--- config.mk ---
export PLATFORM = sky130hd
export DESIGN_NAME = alu8_flags
export DESIGN_NICKNAME = d
export VERILOG_FILES = /design/src/rtl/alu8_pkg.sv /design/src/rtl/alu8_decode.sv /design/src/rtl/alu8_arith.sv /design/src/rtl/alu8_shift.sv /design/src/rtl/alu8_flagreg.sv /design/src/rtl/alu8_flags.sv
export SDC_FILE = /design/constraint.sdc
export NUM_CORES = 1
export LEC_CHECK = 0
export ABC_AREA = 0
export BUFFER_PORTS_ARGS = -buffer_cell sky130_fd_sc_hd__buf_2
export CAP_MARGIN = 20
export CORE_MARGIN = 2
export CORE_UTILIZATION = 55
export DETAILED_ROUTE_END_ITERATION = 10
export PLACE_DENSITY = 0.78
export SLEW_MARGIN = 20
export SYNTH_ARGS = -nofsm -noshare
export SYNTH_HDL_FRONTEND = slang
export SYNTH_SLANG_ARGS = --single-unit
--- constraint.sdc ---
create_clock -name clk -period 10.22 [get_ports clk]
set_input_delay 1.533 -clock clk [delete_from_list [all_inputs] [get_ports clk]]
set_output_delay 1.533 -clock clk [all_outputs]
set_load 0.05 [all_outputs]
--- src/rtl/alu8_pkg.sv ---
package alu8_pkg;

    localparam int ALU_DW = 8;
    localparam int FLAG_W = 6;

    // flag bit positions (decoded by the branch unit)
    localparam int FZ = 0;
    localparam int FC = 1;
    localparam int FO = 2;
    localparam int FS = 3;
    localparam int FI = 4;
    localparam int FK = 5;

    typedef enum logic [4:0] {
        OP_NOP  = 5'd0,
        OP_AND  = 5'd1,
        OP_OR   = 5'd2,
        OP_XOR  = 5'd3,
        OP_ADD  = 5'd4,
        OP_SUB  = 5'd5,
        OP_CMP  = 5'd6,
        OP_INC  = 5'd7,
        OP_DEC  = 5'd8,
        OP_SHL  = 5'd9,
        OP_SHR  = 5'd10,
        OP_ROL  = 5'd11,
        OP_ROR  = 5'd12,
        OP_BIT  = 5'd13,
        OP_SETC = 5'd14,
        OP_CLRC = 5'd15,
        OP_SETO = 5'd16,
        OP_CLRO = 5'd17,
        OP_SETI = 5'd18,
        OP_CLRI = 5'd19
    } alu_op_e;

    localparam int OP_W = $bits(alu_op_e);

    typedef struct packed {
        logic              wr;
        logic [FLAG_W-1:0] upd;
        logic [FLAG_W-1:0] set;
        logic [FLAG_W-1:0] clr;
    } op_ctrl_t;

    typedef struct packed {
        logic [FLAG_W-1:0] flags;
    } flag_state_t;

endpackage

--- src/rtl/alu8_decode.sv ---
module alu8_decode
    import alu8_pkg::*;
#(
    parameter int FW = FLAG_W
) (
    input  alu_op_e          op,
    output logic             wr,
    output logic [FW-1:0]    upd,
    output logic [FW-1:0]    set,
    output logic [FW-1:0]    clr
);

    localparam logic [FW-1:0] M_Z = FW'(1) << FZ;
    localparam logic [FW-1:0] M_C = FW'(1) << FC;
    localparam logic [FW-1:0] M_O = FW'(1) << FO;
    localparam logic [FW-1:0] M_S = FW'(1) << FS;
    localparam logic [FW-1:0] M_I = FW'(1) << FI;

    localparam logic [FW-1:0] M_LOGIC = M_Z | M_S;
    localparam logic [FW-1:0] M_ARITH = M_Z | M_C | M_O | M_S;
    localparam logic [FW-1:0] M_SHIFT = M_Z | M_C | M_S;

    op_ctrl_t ctrl_d;

    always_comb begin
        ctrl_d     = '0;
        case (op)
            OP_AND, OP_OR, OP_XOR: begin
                ctrl_d.wr  = 1'b1;
                ctrl_d.upd = M_LOGIC;
            end
            OP_ADD, OP_SUB, OP_INC, OP_DEC: begin
                ctrl_d.wr  = 1'b1;
                ctrl_d.upd = M_ARITH;
            end
            OP_CMP: begin
                ctrl_d.upd = M_ARITH;
            end
            OP_SHL, OP_SHR, OP_ROL, OP_ROR: begin
                ctrl_d.wr  = 1'b1;
                ctrl_d.upd = M_SHIFT;
            end
            OP_BIT:  ctrl_d.upd = M_Z;
            OP_SETC: ctrl_d.set = M_C;
            OP_CLRC: ctrl_d.clr = M_C;
            OP_SETO: ctrl_d.set = M_O;
            OP_CLRO: ctrl_d.clr = M_O;
            OP_SETI: ctrl_d.set = M_I;
            OP_CLRI: ctrl_d.clr = M_I;
            default: ctrl_d = '0;
        endcase
    end

    assign wr  = ctrl_d.wr;
    assign upd = ctrl_d.upd;
    assign set = ctrl_d.set;
    assign clr = ctrl_d.clr;

endmodule

--- src/rtl/alu8_arith.sv ---
module alu8_arith
    import alu8_pkg::*;
#(
    parameter int DW = ALU_DW,
    parameter int WW = 2 * DW
) (
    input  alu_op_e          op,
    input  logic [DW-1:0]    a,
    input  logic [DW-1:0]    b,
    output logic [WW-1:0]    wide,
    output logic             hit
);

    logic [WW-1:0] ea;
    logic [WW-1:0] eb;

    assign ea = {{(WW-DW){1'b0}}, a};
    assign eb = {{(WW-DW){1'b0}}, b};

    always_comb begin
        hit  = 1'b1;
        case (op)
            OP_AND:         wide = ea & eb;
            OP_OR:          wide = ea | eb;
            OP_XOR:         wide = ea ^ eb;
            OP_ADD:         wide = ea + eb;
            OP_SUB, OP_CMP: wide = ea - eb;
            OP_INC:         wide = ea + WW'(1);
            OP_DEC:         wide = ea - WW'(1);
            default: begin
                wide = '0;
                hit  = 1'b0;
            end
        endcase
    end

endmodule

--- src/rtl/alu8_shift.sv ---
module alu8_shift
    import alu8_pkg::*;
#(
    parameter int DW = ALU_DW,
    parameter int AW = $clog2(DW),
    parameter int WW = 2 * DW
) (
    input  alu_op_e          op,
    input  logic [DW-1:0]    a,
    input  logic [AW-1:0]    amt,
    output logic [WW-1:0]    wide,
    output logic             hit
);

    logic [WW-1:0] ext;
    logic [WW-1:0] dbl;
    logic [WW-1:0] shl_w;
    logic [WW-1:0] shr_w;
    logic [WW-1:0] rol_w;
    logic [WW-1:0] ror_w;
    logic [DW-1:0] low_mask;
    logic [DW-1:0] sel_oh;

    assign ext      = {{(WW-DW){1'b0}}, a};
    assign dbl      = {a, a};
    assign shl_w    = ext << amt;
    assign shr_w    = ext >> amt;
    assign rol_w    = dbl << amt;
    assign ror_w    = dbl >> amt;
    assign low_mask = (DW'(1) << amt) - DW'(1);

    // one-hot bit selector for the bit test
    for (genvar i = 0; i < DW; i++) begin : g_sel
        assign sel_oh[i] = (amt == AW'(i));
    end

    always_comb begin
        hit = 1'b1;
        case (op)
            OP_SHL: wide = shl_w;
            OP_SHR: wide = shr_w;
            // high byte carries the bits that wrapped around
            OP_ROL: wide = {shl_w[WW-1:DW], rol_w[WW-1:DW]};
            OP_ROR: wide = {a & low_mask, ror_w[DW-1:0]};
            OP_BIT: wide = {{(WW-DW){1'b0}}, a & sel_oh};
            default: begin
                wide = '0;
                hit  = 1'b0;
            end
        endcase
    end

endmodule

--- src/rtl/alu8_flagreg.sv ---
module alu8_flagreg
    import alu8_pkg::*;
#(
    parameter int FW = FLAG_W,
    parameter int DW = ALU_DW,
    parameter int WW = 2 * DW
) (
    input  logic             clk,
    input  logic             rst_n,
    input  logic [WW-1:0]    wide,
    input  logic [FW-1:0]    upd,
    input  logic [FW-1:0]    set,
    input  logic [FW-1:0]    clr,
    output logic [FW-1:0]    flags_q,
    output logic [FW-1:0]    flags_d
);

    localparam logic [FW-1:0] RST_FLAGS = FW'(1) << FI;

    flag_state_t st_d;
    flag_state_t st_q;
    logic        z_w;
    logic        hi_w;
    logic        s_w;

    assign z_w  = (wide[DW-1:0] == '0);
    assign hi_w = |wide[WW-1:DW];
    assign s_w  = wide[DW-1];

    always_comb begin
        st_d = st_q;
        if (upd[FZ]) st_d.flags[FZ] = z_w;
        if (upd[FC]) st_d.flags[FC] = hi_w;
        if (upd[FO]) st_d.flags[FO] = hi_w;
        if (upd[FS]) st_d.flags[FS] = s_w;
        st_d.flags = (st_d.flags | set) & ~clr;
    end

    always_ff @(posedge clk or negedge rst_n) begin
        if (!rst_n) st_q <= '{flags: RST_FLAGS};
        else        st_q <= st_d;
    end

    assign flags_q = st_q.flags;
    assign flags_d = st_d.flags;

    AST_SKIP_HELD: assert property (@(posedge clk) disable iff (!rst_n)
        1'b1 |=> $stable(flags_q[FK]));

    AST_CARRY_OVF_PAIR: assert property (@(posedge clk) disable iff (!rst_n)
        (upd[FC] && upd[FO]) |=> (flags_q[FC] == flags_q[FO]));

endmodule

--- src/rtl/alu8_flags.sv ---
module alu8_flags
    import alu8_pkg::*;
#(
    parameter int DW = ALU_DW,
    parameter int FW = FLAG_W,
    parameter int AW = $clog2(DW)
) (
    input  logic             clk,
    input  logic             rst_n,
    input  logic [OP_W-1:0]  op_i,
    input  logic [DW-1:0]    opa_i,
    input  logic [DW-1:0]    opb_i,
    input  logic [AW-1:0]    amt_i,
    output logic [DW-1:0]    res_o,
    output logic             wr_en_o,
    output logic [FW-1:0]    flags_o,
    output logic [FW-1:0]    flags_nxt_o
);

    localparam int WW = 2 * DW;

    alu_op_e       op_e;
    logic [WW-1:0] ar_wide;
    logic [WW-1:0] sh_wide;
    logic          ar_hit;
    logic          sh_hit;
    logic [WW-1:0] wide;
    logic [FW-1:0] upd;
    logic [FW-1:0] set;
    logic [FW-1:0] clr;

    assign op_e = alu_op_e'(op_i);

    alu8_decode #(.FW(FW)) u_dec (
        .op  (op_e),
        .wr  (wr_en_o),
        .upd (upd),
        .set (set),
        .clr (clr)
    );

    alu8_arith #(.DW(DW), .WW(WW)) u_arith (
        .op   (op_e),
        .a    (opa_i),
        .b    (opb_i),
        .wide (ar_wide),
        .hit  (ar_hit)
    );

    alu8_shift #(.DW(DW), .AW(AW), .WW(WW)) u_shift (
        .op   (op_e),
        .a    (opa_i),
        .amt  (amt_i),
        .wide (sh_wide),
        .hit  (sh_hit)
    );

    always_comb begin
        if (ar_hit)      wide = ar_wide;
        else if (sh_hit) wide = sh_wide;
        else             wide = '0;
    end

    alu8_flagreg #(.FW(FW), .DW(DW), .WW(WW)) u_flags (
        .clk     (clk),
        .rst_n   (rst_n),
        .wide    (wide),
        .upd     (upd),
        .set     (set),
        .clr     (clr),
        .flags_q (flags_o),
        .flags_d (flags_nxt_o)
    );

    assign res_o = wide[DW-1:0];

    AST_LOGIC_KEEPS_CO: assert property (@(posedge clk) disable iff (!rst_n)
        (op_e == OP_AND || op_e == OP_OR || op_e == OP_XOR)
        |=> $stable(flags_o[FO:FC]));

    AST_CMP_NO_WB: assert property (@(posedge clk) disable iff (!rst_n)
        (op_e == OP_CMP) |-> !wr_en_o);

    AST_ROT_ZERO_IDENT: assert property (@(posedge clk) disable iff (!rst_n)
        ((op_e == OP_ROL || op_e == OP_ROR) && amt_i == '0)
        |-> (res_o == opa_i && !flags_nxt_o[FC]));

    AST_BIT_ONLY_Z: assert property (@(posedge clk) disable iff (!rst_n)
        (op_e == OP_BIT) |=> $stable(flags_o[FW-1:1]));

    AST_SETC_TAKES: assert property (@(posedge clk) disable iff (!rst_n)
        (op_e == OP_SETC) |=> flags_o[FC]);

    AST_NXT_COMMITS: assert property (@(posedge clk) disable iff (!rst_n)
        1'b1 |=> (flags_o == $past(flags_nxt_o)));

endmodule

==> results of run 1 <==
==> cells in the final DEF (no fill, tap or decap), types with 6 or more instances in the layout <==
master / instances
a211oi_1: 8
a21oi_1: 21
buf_2: 44
ha_1: 34
inv_1: 29
mux2i_1: 14
mux4_2: 10
nand2_1: 27
nand3_1: 14
nor2_1: 35
nor2b_1: 8
nor3_1: 16
nor4_1: 7
o21ai_0: 22
o22ai_1: 8
or3_1: 6
or4_1: 7
xnor2_1: 13
==> worst max path at each step <==
stage,startpoint,slack [ns],to
final,op_i[2],3.18,flags_nxt_o[0]
after global routing,op_i[2],2.91,flags_nxt_o[0]
after CTS,op_i[2],3.25,flags_nxt_o[0]
after detailed placement,op_i[2],3.26,flags_nxt_o[0]
after global placement,op_i[2],3.34,flags_nxt_o[0]
after floorplan,op_i[2],2.75,flags_nxt_o[0]
==> area by class of cell <==
cell class	instances	area (sq um)
Inverter	30	113
Multi-Input combinational cell	338	2550
Clock buffer	4	45.0
Fill cell	478	1990
Tap cell	70	87.6
Timing Repair Buffer	45	228
Sequential cell	5	126
==> stage by stage <==
step                power, mW  cells
finish                  0.254    492
global route            0.271    492
CTS                     0.252    492
detailed placement      0.213    488
global placement        0.211    488
floorplan               0.170    408
==> where the power goes <==
group          internal (mW)  switching (mW)  leakage [nW]  total (mW)
clock network         0.0269          0.0110        0.0228      0.0379
logic                 0.0597           0.130          1.31       0.190
registers             0.0243         0.00231        0.0605      0.0266
==> worst register-to-register path: stages, from the launching register on <==
cell and delay [ns]:
dfrtp_1 0.39, a21oi_1 0.15, o211ai_1 0.11, o32a_1 0.36
==> cell families (layout without fill, tap and decap cells) <==
kind of cell / Yosys count / in the layout / share of synthesized area, %
and+or+nand+nor: 148 / 148 / 26.6
AOI/OAI and AO/OA: 113 / 113 / 26.9
buffers and inverters: 65 / 79 / 9.38
adders and majority gates: 36 / 36 / 15.8
muxes: 25 / 25 / 12.8
xor gates and xnor gates: 14 / 14 / 4.16
DFF: 5 / 5 / 4.29
other: 1 / 2 / 0.127
==> routing by layer <==
metal / share of wire (%) / global-route usage, % / wire [um] / up-vias
met5: 0 / 0 / 0 / -
met1: 42 / 50.4 / 4300 / 1574
li1: - / - / - / 1551
met4: 1.6 / 6.07 / 162 / 0
met3: 11 / 3.76 / 1080 / 16
met2: 46 / 55.9 / 4700 / 222
==> impl_metrics.env, run 1 <==
export IMPL_worst_path_cell_with_the_longest_stage_delay="or4b_1"
export IMPL_synthTopCellsByArea="ha_1 14%, mux4_2 7.6%, mux2i_1 4.8%, nor2_1 4.5%, xnor2_1 3.9%"
export IMPL_power_per_cell_area_nw_per_um2=80.8
export IMPL_avg_cell_area_syn_sq_um=7.25
export IMPL_post_synthesis_cell_count=407
export IMPL_cp_slowest_stage_delay_ns=0.58
export IMPL_first_global_vias=3054
export IMPL_grt_setup_unrepaired="false"
export IMPL_finalSetupViolCount=0
export IMPL_slew_headroom_pct=35.8
export IMPL_critical_path_top_delay_family="simple AND/OR/NAND/NOR gates"
export IMPL_totalNegativeSetupSlack_ns=0
export IMPL_final_net_count=485
export IMPL_crit_arrival_ns=5.51
export IMPL_maximum_number_of_pins_on_one_net_before_global_route_repair=35
export IMPL_dpl_cell_area_sq_um=3100
export IMPL_tritoncts="built"
export IMPL_detailed_place_hpwl_mm=7.90
export IMPL_globalRouteTotalUtil_pct=34.7
export IMPL_timing_hold_ws_ns=0.484
export IMPL_post_route_util_pct=61.3
export IMPL_post_cts_clock_slew_at_the_launch_and_capture_registers_of_the_worst_setup_and_hold_paths_ns=0.04
export IMPL_place_port_buffers=44
export IMPL_yosys_cell_count_top_type="nor2_1"
export IMPL_ios=47
export IMPL_crit_chain="buf_2 > or3b_1 > nor2_1 > nor2_1 > fa_1 > a21o_1 > a211oi_1 > o32ai_1 > or4_1 > or4b_1 > o41ai_2 > buf_2"
export IMPL_die_height_um=77.2
export IMPL_synth_warnings=0
export IMPL_path_class="input pin to primary output"
export IMPL_ff2ff_setup_slack_ns=9.07
export IMPL_post_cts_repair_setup_buffers=0
export IMPL_flow_area_growth_from_synthesis_pct=6.79
export IMPL_reg2reg_to="u_flags.flags_q[1]"
export IMPL_synth_top_cell_by_area="ha_1"
export IMPL_worst_endpoint_required_ns=8.69
export IMPL_drcViolationCount=0
export IMPL_dominant_register_cell_in_the_synthesized_netlist="dfrtp_1"
export IMPL_holdPathStages=2
export IMPL_drtAntennaViolNets=0
export IMPL_number_of_violations_of_the_max_capacitance_limit=0
export IMPL_timing_fmax_ghz=0.142
export IMPL_hold_buffers=0
export IMPL_worst_setup_path_end_kind="primary output"
export IMPL_grt_pass1_wl_mm=16.5
export IMPL_asyncSetResetFlopFracSynth_pct=100
export IMPL_dr_pass1_iters=6
export IMPL_worst_hold_path_endpoint="u_flags.flags_q[0]"
export IMPL_cts_buffers=3
export IMPL_cp_buffers_inverters=2
export IMPL_post_cts_resize_count=0
export IMPL_routed_wl_mm=10.2
export IMPL_cts_max_level=1
export IMPL_synth_area_sq_um=2950
export IMPL_fp_row_count=26
export IMPL_max_slew_worst_pin_slew_ns=0.950
export IMPL_class_of_the_worst_hold_path="register to register"
export IMPL_post_route_period_util_pct=68.9
export IMPL_synth_cell_types=70
export IMPL_final_setup_worst_slack_ns=3.18
export IMPL_power_leakage_nw=1.39
export IMPL_routed_via_count=3363
export IMPL_post_route_cell_area_sq_um=3150
export IMPL_synth_seq_area_share_pct=4.29
export IMPL_cts_sink_count=5
export IMPL_period_minus_slack_ns=7.04
export IMPL_synth_top_cells_by_count="35 x nor2_1, 34 x ha_1, 29 x inv_1, 27 x nand2_1, 22 x o21ai_0"
export IMPL_antenna_found_initial=0
export IMPL_avgRoutedWirePerCell_um=20.8
export IMPL_dieArea_sq_um=5960
export IMPL_clk_root_buffer_cell="clkbuf_8"
export IMPL_cts_root_to_sink_buffers=2
export IMPL_worstSetupPathDepth=12
export IMPL_antenna_diode_count=0
export IMPL_number_of_flops_mapped_to_enable_cells_by_yosys=0
export IMPL_layout_drive_gt1_share_pct=16.4
export IMPL_routabilityCongestion=1.04
export IMPL_drv_slew=0
export IMPL_drt_first_iter_violations=487
export IMPL_outcome="complete, no violations"
export IMPL_synthesis_stage_register_bit_count=5
export IMPL_timing_hold_violations_final=0
export IMPL_worst_skew_pair_later_pin_latency_ns=0.23
export IMPL_overflow=0
export IMPL_startpoint_type="input pin"
export IMPL_min_delay_start="u_flags.flags_q[0]"
export IMPL_largest_register_ff_count=5
export IMPL_worst_ir_drop_vdd_mv=0.0864
export IMPL_detail_route_vias_per_cell=6.84
export IMPL_worst_r2r_cell_count=3
export IMPL_initial_utilization_pct=57.4
export IMPL_die_width_um=77.2
export IMPL_synth_top_area_share_pct=14.4
export IMPL_critical_path_peak_fanout=18
export IMPL_fin_worst_skew_ns=0
export IMPL_r2r_start="u_flags.flags_q[1]"
export IMPL_fp_coreArea_sq_um=5140
export IMPL_dp_worst_setup_slack_ns=3.26
Note: power is estimated with default switching activity, not from simulation.
==> run 2: changes to the inputs <==
- CORE_UTILIZATION: 55 -> 54
- PLACE_DENSITY: 0.78 -> 0.8
- clock period: 10.22 -> 5.71 ns (I/O delays scaled with it)
==> run 2 against run 1 <==
Effect of this change: power up 83%; wire length rose by 1.8%; count of clock-buffer cells in the layout did not move; global-route usage down 0.75 points; via count is 3.7% higher; setup slack lost 2.9 ns; flip-flop and latch count unchanged; largest cell class unchanged; highest routed layer unchanged.
==> impl_metrics.env, run 2 (synthesis results as in run 1) <==
export IMPL_dr_pass1_iters=5
export IMPL_post_cts_resize_count=0
export IMPL_timing_fmax_ghz=0.184
export IMPL_place_port_buffers=44
export IMPL_detail_route_vias_per_cell=7.00
export IMPL_worst_endpoint_required_ns=4.85
export IMPL_cp_slowest_stage_delay_ns=0.57
export IMPL_final_setup_worst_slack_ns=0.269
export IMPL_drcViolationCount=0
export IMPL_worst_path_cell_with_the_longest_stage_delay="or4b_4"
export IMPL_overflow=0
export IMPL_cellInternalPower_mw=0.204
export IMPL_startpoint_type="input pin"
export IMPL_die_height_um=77.9
export IMPL_timing_hold_ws_ns=0.428
export IMPL_fp_coreArea_sq_um=5200
export IMPL_pwr_share_comb_pct=74.9
export IMPL_cp_buffers_inverters=2
export IMPL_critical_path_peak_fanout=14
export IMPL_detailed_place_hpwl_mm=7.98
export IMPL_clk_root_buffer_cell="clkbuf_8"
export IMPL_routed_via_count=3486
export IMPL_dp_worst_setup_slack_ns=0.293
export IMPL_ff2ff_setup_slack_ns=4.59
export IMPL_antenna_diode_count=0
export IMPL_fp_row_count=26
export IMPL_total_switching_power_mw=0.263
export IMPL_fin_cells=498
export IMPL_worstSetupPathDepth=12
export IMPL_routabilityCongestion=1.05
export IMPL_post_cts_repair_setup_buffers=0
export IMPL_final_cell_mix="44 x buf_2, 34 x nor2_1, 33 x ha_1, 29 x inv_1, 27 x nand2_1"
export IMPL_timing_critical_path_mode_cell="buf_2"
export IMPL_worst_skew_pair_later_pin_latency_ns=0.23
export IMPL_cts_buffers=3
export IMPL_period_minus_slack_ns=5.44
export IMPL_cts_max_level=1
export IMPL_crit_arrival_ns=4.58
export IMPL_cts_sink_count=5
export IMPL_p_total_mw=0.466
export IMPL_filler_cell_count=509
export IMPL_tritoncts="built"
export IMPL_r2r_start="u_flags.flags_q[1]"
export IMPL_grt_setup_unrepaired="false"
export IMPL_power_per_cell_area_nw_per_um2=145
export IMPL_class_of_the_worst_hold_path="input pin to async pin"
export IMPL_drt_first_iter_violations=384
export IMPL_max_slew_worst_pin_slew_ns=0.895
export IMPL_crit_chain="buf_2 > or3b_1 > nor2_4 > nor2_1 > fa_1 > a21o_1 > a211oi_1 > o32ai_1 > or4_1 > or4b_4 > o41ai_4 > buf_2"
export IMPL_post_cts_clock_slew_at_the_launch_and_capture_registers_of_the_worst_setup_and_hold_paths_ns=0.04
export IMPL_seq_power_share_pct=10.2
export IMPL_clock_power_share_pct=14.9
export IMPL_avgRoutedWirePerCell_um=20.9
export IMPL_grt_pass1_wl_mm=16.3
export IMPL_die_width_um=77.9
export IMPL_ios=47
export IMPL_dp_cells=494
export IMPL_routed_wl_mm=10.4
export IMPL_outcome="complete, no violations"
export IMPL_hold_buffers=0
export IMPL_final_net_count=491
export IMPL_cts_root_to_sink_buffers=2
export IMPL_power_leakage_nw=1.43
export IMPL_commonest_non_fill_non_tap_cell_in_the_layout="buf_2"
export IMPL_antenna_found_initial=0
export IMPL_flow_area_growth_from_synthesis_pct=9.38
export IMPL_reg2reg_to="u_flags.flags_q[1]"
export IMPL_number_of_violations_of_the_max_capacitance_limit=0
export IMPL_worst_ir_drop_vdd_mv=0.150
export IMPL_totalNegativeSetupSlack_ns=0
export IMPL_dieArea_sq_um=6070
export IMPL_initial_utilization_pct=56.7
export IMPL_first_global_vias=3174
export IMPL_worst_setup_path_end_kind="primary output"
export IMPL_power_share_switching_pct=56.3
export IMPL_post_route_period_util_pct=95.3
export IMPL_globalRouteTotalUtil_pct=34.0
export IMPL_fin_worst_skew_ns=0
export IMPL_path_class="input pin to primary output"
export IMPL_layout_drive_gt1_share_pct=18.5
export IMPL_finalSetupViolCount=0
export IMPL_critical_path_top_delay_family="simple AND/OR/NAND/NOR gates"
export IMPL_worst_r2r_cell_count=3
export IMPL_slew_headroom_pct=39.5
export IMPL_largest_register_ff_count=5
export IMPL_timing_hold_violations_final=0
export IMPL_drv_slew=0
export IMPL_maximum_number_of_pins_on_one_net_before_global_route_repair=32
export IMPL_drtAntennaViolNets=0
run 2: final cells by class:
cell class | count | area, sq um | area share (%)
clock buffer | 4 | 45.0 | 1.40
sequential | 5 | 126 | 3.92
timing repair buffer | 51 | 273 | 8.46
tap | 70 | 87.6 | 2.72
multi-input combinational | 338 | 2580 | 80.0
inverter | 30 | 113 | 3.49
run 2: per-layer routing:
layer	routed length (um)	up-vias	track usage [%]
li1	-	1568	-
met1	4100	1623	45.7
met2	4710	258	53.8
met3	1210	37	6.51
met4	407	0	12.8
met5	0	-	0
run 2: how the worst max path moves through the flow:
stage | startpoint | end
2_1_floorplan | op_i[4] | flags_nxt_o[0]
3_3_place_gp | op_i[3] | flags_nxt_o[0]
3_5_place_dp | op_i[3] | flags_nxt_o[0]
4_1_cts | op_i[3] | flags_nxt_o[0]
5_1_grt | op_i[3] | flags_nxt_o[0]
6_report | op_i[3] | flags_nxt_o[0]
run 2: power by group through the flow:
stage	sequential, mW	clock, mW	combinational [mW]
floorplan	0.0723	0	0.238
global placement	0.0479	0	0.337
detailed placement	0.0481	0	0.342
CTS	0.0476	0.0713	0.343
global route	0.0483	0.0758	0.372
finish	0.0476	0.0696	0.349
run 2: metrics by stage:
step                area [sq um]  utilization, %
floorplan                   3000               -
global placement            3180            61.1
detailed placement          3180            61.1
CTS                         3230            62.0
global route                3230            62.0
finish                      3230            62.0
run 2: worst reg2reg max path: stages, from the launching register on:
cell and delay, ns:
dfrtp_1 0.39, a21oi_1 0.15, o211ai_1 0.09, o32a_1 0.36
==> run 3: changes to the inputs <==
- CELL_PAD_IN_SITES_DETAIL_PLACEMENT: default -> 2
- CELL_PAD_IN_SITES_GLOBAL_PLACEMENT: default -> 2
- CORE_UTILIZATION: 54 -> 30
- PLACE_DENSITY: 0.8 -> 0.79
==> run 3 against run 2 <==
Effect of this change: flip-flop and latch count is the same; design area increased by 3.4%; largest cell class unchanged; wire length increased by 27%; worst hold slack improved by 0.012 ns; non-clock buffer count is 4 higher; die area is 75% higher; critical endpoint unchanged; global-route usage decreased by 9.4 points; clock power is 4.3% lower.
==> impl_metrics.env, run 3 (synthesis results as in run 1) <==
export IMPL_post_cts_repair_setup_buffers=0
export IMPL_timing_fmax_ghz=0.182
export IMPL_worst_r2r_cell_count=3
export IMPL_final_net_count=495
export IMPL_cts_sink_count=5
export IMPL_fin_cells=565
export IMPL_clock_power_share_pct=13.9
export IMPL_max_slew_worst_pin_slew_ns=0.994
export IMPL_power_leakage_nw=1.45
export IMPL_die_height_um=103
export IMPL_place_port_buffers=44
export IMPL_dieArea_sq_um=10600
export IMPL_totalNegativeSetupSlack_ns=0
export IMPL_cts_max_level=1
export IMPL_seq_power_share_pct=10.0
export IMPL_post_cts_clock_slew_at_the_launch_and_capture_registers_of_the_worst_setup_and_hold_paths_ns=0.04
export IMPL_grt_pass1_wl_mm=20.0
export IMPL_routabilityCongestion=0.989
export IMPL_post_cts_resize_count=0
export IMPL_timing_hold_violations_final=0
export IMPL_hold_buffers=0
export IMPL_fin_worst_skew_ns=0
export IMPL_drtAntennaViolNets=0
export IMPL_layout_drive_gt1_share_pct=19.2
export IMPL_cts_buffers=3
export IMPL_r2r_start="u_flags.flags_q[1]"
export IMPL_flow_area_growth_from_synthesis_pct=13.1
export IMPL_worst_ir_drop_vdd_mv=0.126
export IMPL_globalRouteTotalUtil_pct=24.6
export IMPL_fp_coreArea_sq_um=9640
export IMPL_path_class="input pin to primary output"
export IMPL_fp_row_count=36
export IMPL_drt_first_iter_violations=313
export IMPL_clk_root_buffer_cell="clkbuf_8"
export IMPL_overflow=0
export IMPL_maximum_number_of_pins_on_one_net_before_global_route_repair=32
export IMPL_ios=47
export IMPL_initial_utilization_pct=30.6
export IMPL_worst_setup_path_end_kind="primary output"
export IMPL_class_of_the_worst_hold_path="input pin to async pin"
export IMPL_tritoncts="built"
export IMPL_dp_worst_setup_slack_ns=0.233
export IMPL_finalSetupViolCount=0
export IMPL_routed_via_count=3411
export IMPL_dr_pass1_iters=4
export IMPL_die_width_um=103
export IMPL_final_setup_worst_slack_ns=0.219
export IMPL_total_switching_power_mw=0.275
export IMPL_antenna_diode_count=0
export IMPL_grt_setup_unrepaired="false"
export IMPL_first_global_vias=3512
export IMPL_crit_arrival_ns=4.63
export IMPL_number_of_violations_of_the_max_capacitance_limit=0
export IMPL_startpoint_type="input pin"
export IMPL_routed_wl_mm=13.3
export IMPL_critical_path_peak_fanout=14
export IMPL_antenna_found_initial=0
export IMPL_final_cell_mix="44 x buf_2, 34 x nor2_1, 33 x ha_1, 29 x inv_1, 27 x nand2_1"
export IMPL_detailed_place_hpwl_mm=10.6
export IMPL_avgRoutedWirePerCell_um=23.5
export IMPL_slew_headroom_pct=32.9
export IMPL_largest_register_ff_count=5
export IMPL_post_route_period_util_pct=96.2
export IMPL_post_route_util_pct=34.6
export IMPL_worst_endpoint_required_ns=4.85
export IMPL_commonest_non_fill_non_tap_cell_in_the_layout="buf_2"
export IMPL_cellInternalPower_mw=0.206
export IMPL_drcViolationCount=0
export IMPL_outcome="complete, no violations"
export IMPL_reg2reg_to="u_flags.flags_q[1]"
export IMPL_detail_route_vias_per_cell=6.04
export IMPL_drv_slew=0
export IMPL_power_share_switching_pct=57.2
export IMPL_dp_cells=561
export IMPL_period_minus_slack_ns=5.49
export IMPL_power_per_cell_area_nw_per_um2=144
export IMPL_cts_root_to_sink_buffers=2
export IMPL_ff2ff_setup_slack_ns=4.58
export IMPL_worst_skew_pair_later_pin_latency_ns=0.22
export IMPL_pwr_share_comb_pct=76.1
[run 3: worst max-delay path by stage]
stage,from,end,slack (ns)
2_1_floorplan,op_i[4],flags_nxt_o[0],-0.05
3_3_place_gp,op_i[3],flags_nxt_o[0],0.37
3_5_place_dp,op_i[3],flags_nxt_o[0],0.23
4_1_cts,op_i[3],flags_nxt_o[0],0.23
5_1_grt,op_i[3],flags_nxt_o[0],0.05
6_report,op_i[3],flags_nxt_o[0],0.22
[run 3: power groups by stage]
stage	Clock (mW)	Sequential, mW	Combinational [mW]
floorplan	0	0.0723	0.238
global placement	0	0.0481	0.352
CTS	0.0689	0.0483	0.364
detailed placement	0	0.0486	0.363
global route	0.0709	0.0487	0.391
finish	0.0666	0.0481	0.366
[run 3: metal layers]
layer | vias to the layer above | wire [um] | global-route usage [%]
li1 | 1567 | - | -
met1 | 1721 | 5920 | 34.9
met2 | 108 | 6330 | 40.6
met3 | 15 | 805 | 3.32
met4 | 0 | 215 | 3.64
met5 | - | 0 | 0
[run 3: area by class of cell]
cell class	instances	area, sq um
Tap cell	133	166
Fill cell	1186	6300
Sequential cell	5	126
Inverter	30	113
Clock buffer	4	45.0
Timing Repair Buffer	55	303
Multi-Input combinational cell	338	2580
[run 3: worst max-delay path: stages]
cell and delay, ns:
buf_2 0.17, or3b_1 0.50, nor2_4 0.22, nor2_1 0.10
fa_1 0.47, a21o_1 0.19, a211oi_1 0.23, o32ai_1 0.11
or4_1 0.53, or4b_4 0.57, o41ai_4 0.36, buf_2 0.32
[run 3: through the flow]
stage | power, mW | cell area (sq um) | hold slack [ns]
after CTS | 0.481 | 3330 | 0.440
after detailed placement | 0.411 | 3290 | 0.526
after global routing | 0.511 | 3330 | 0.442
after global placement | 0.401 | 3290 | 0.508
after floorplan | 0.310 | 3000 | 0.561
final | 0.481 | 3330 | 0.440
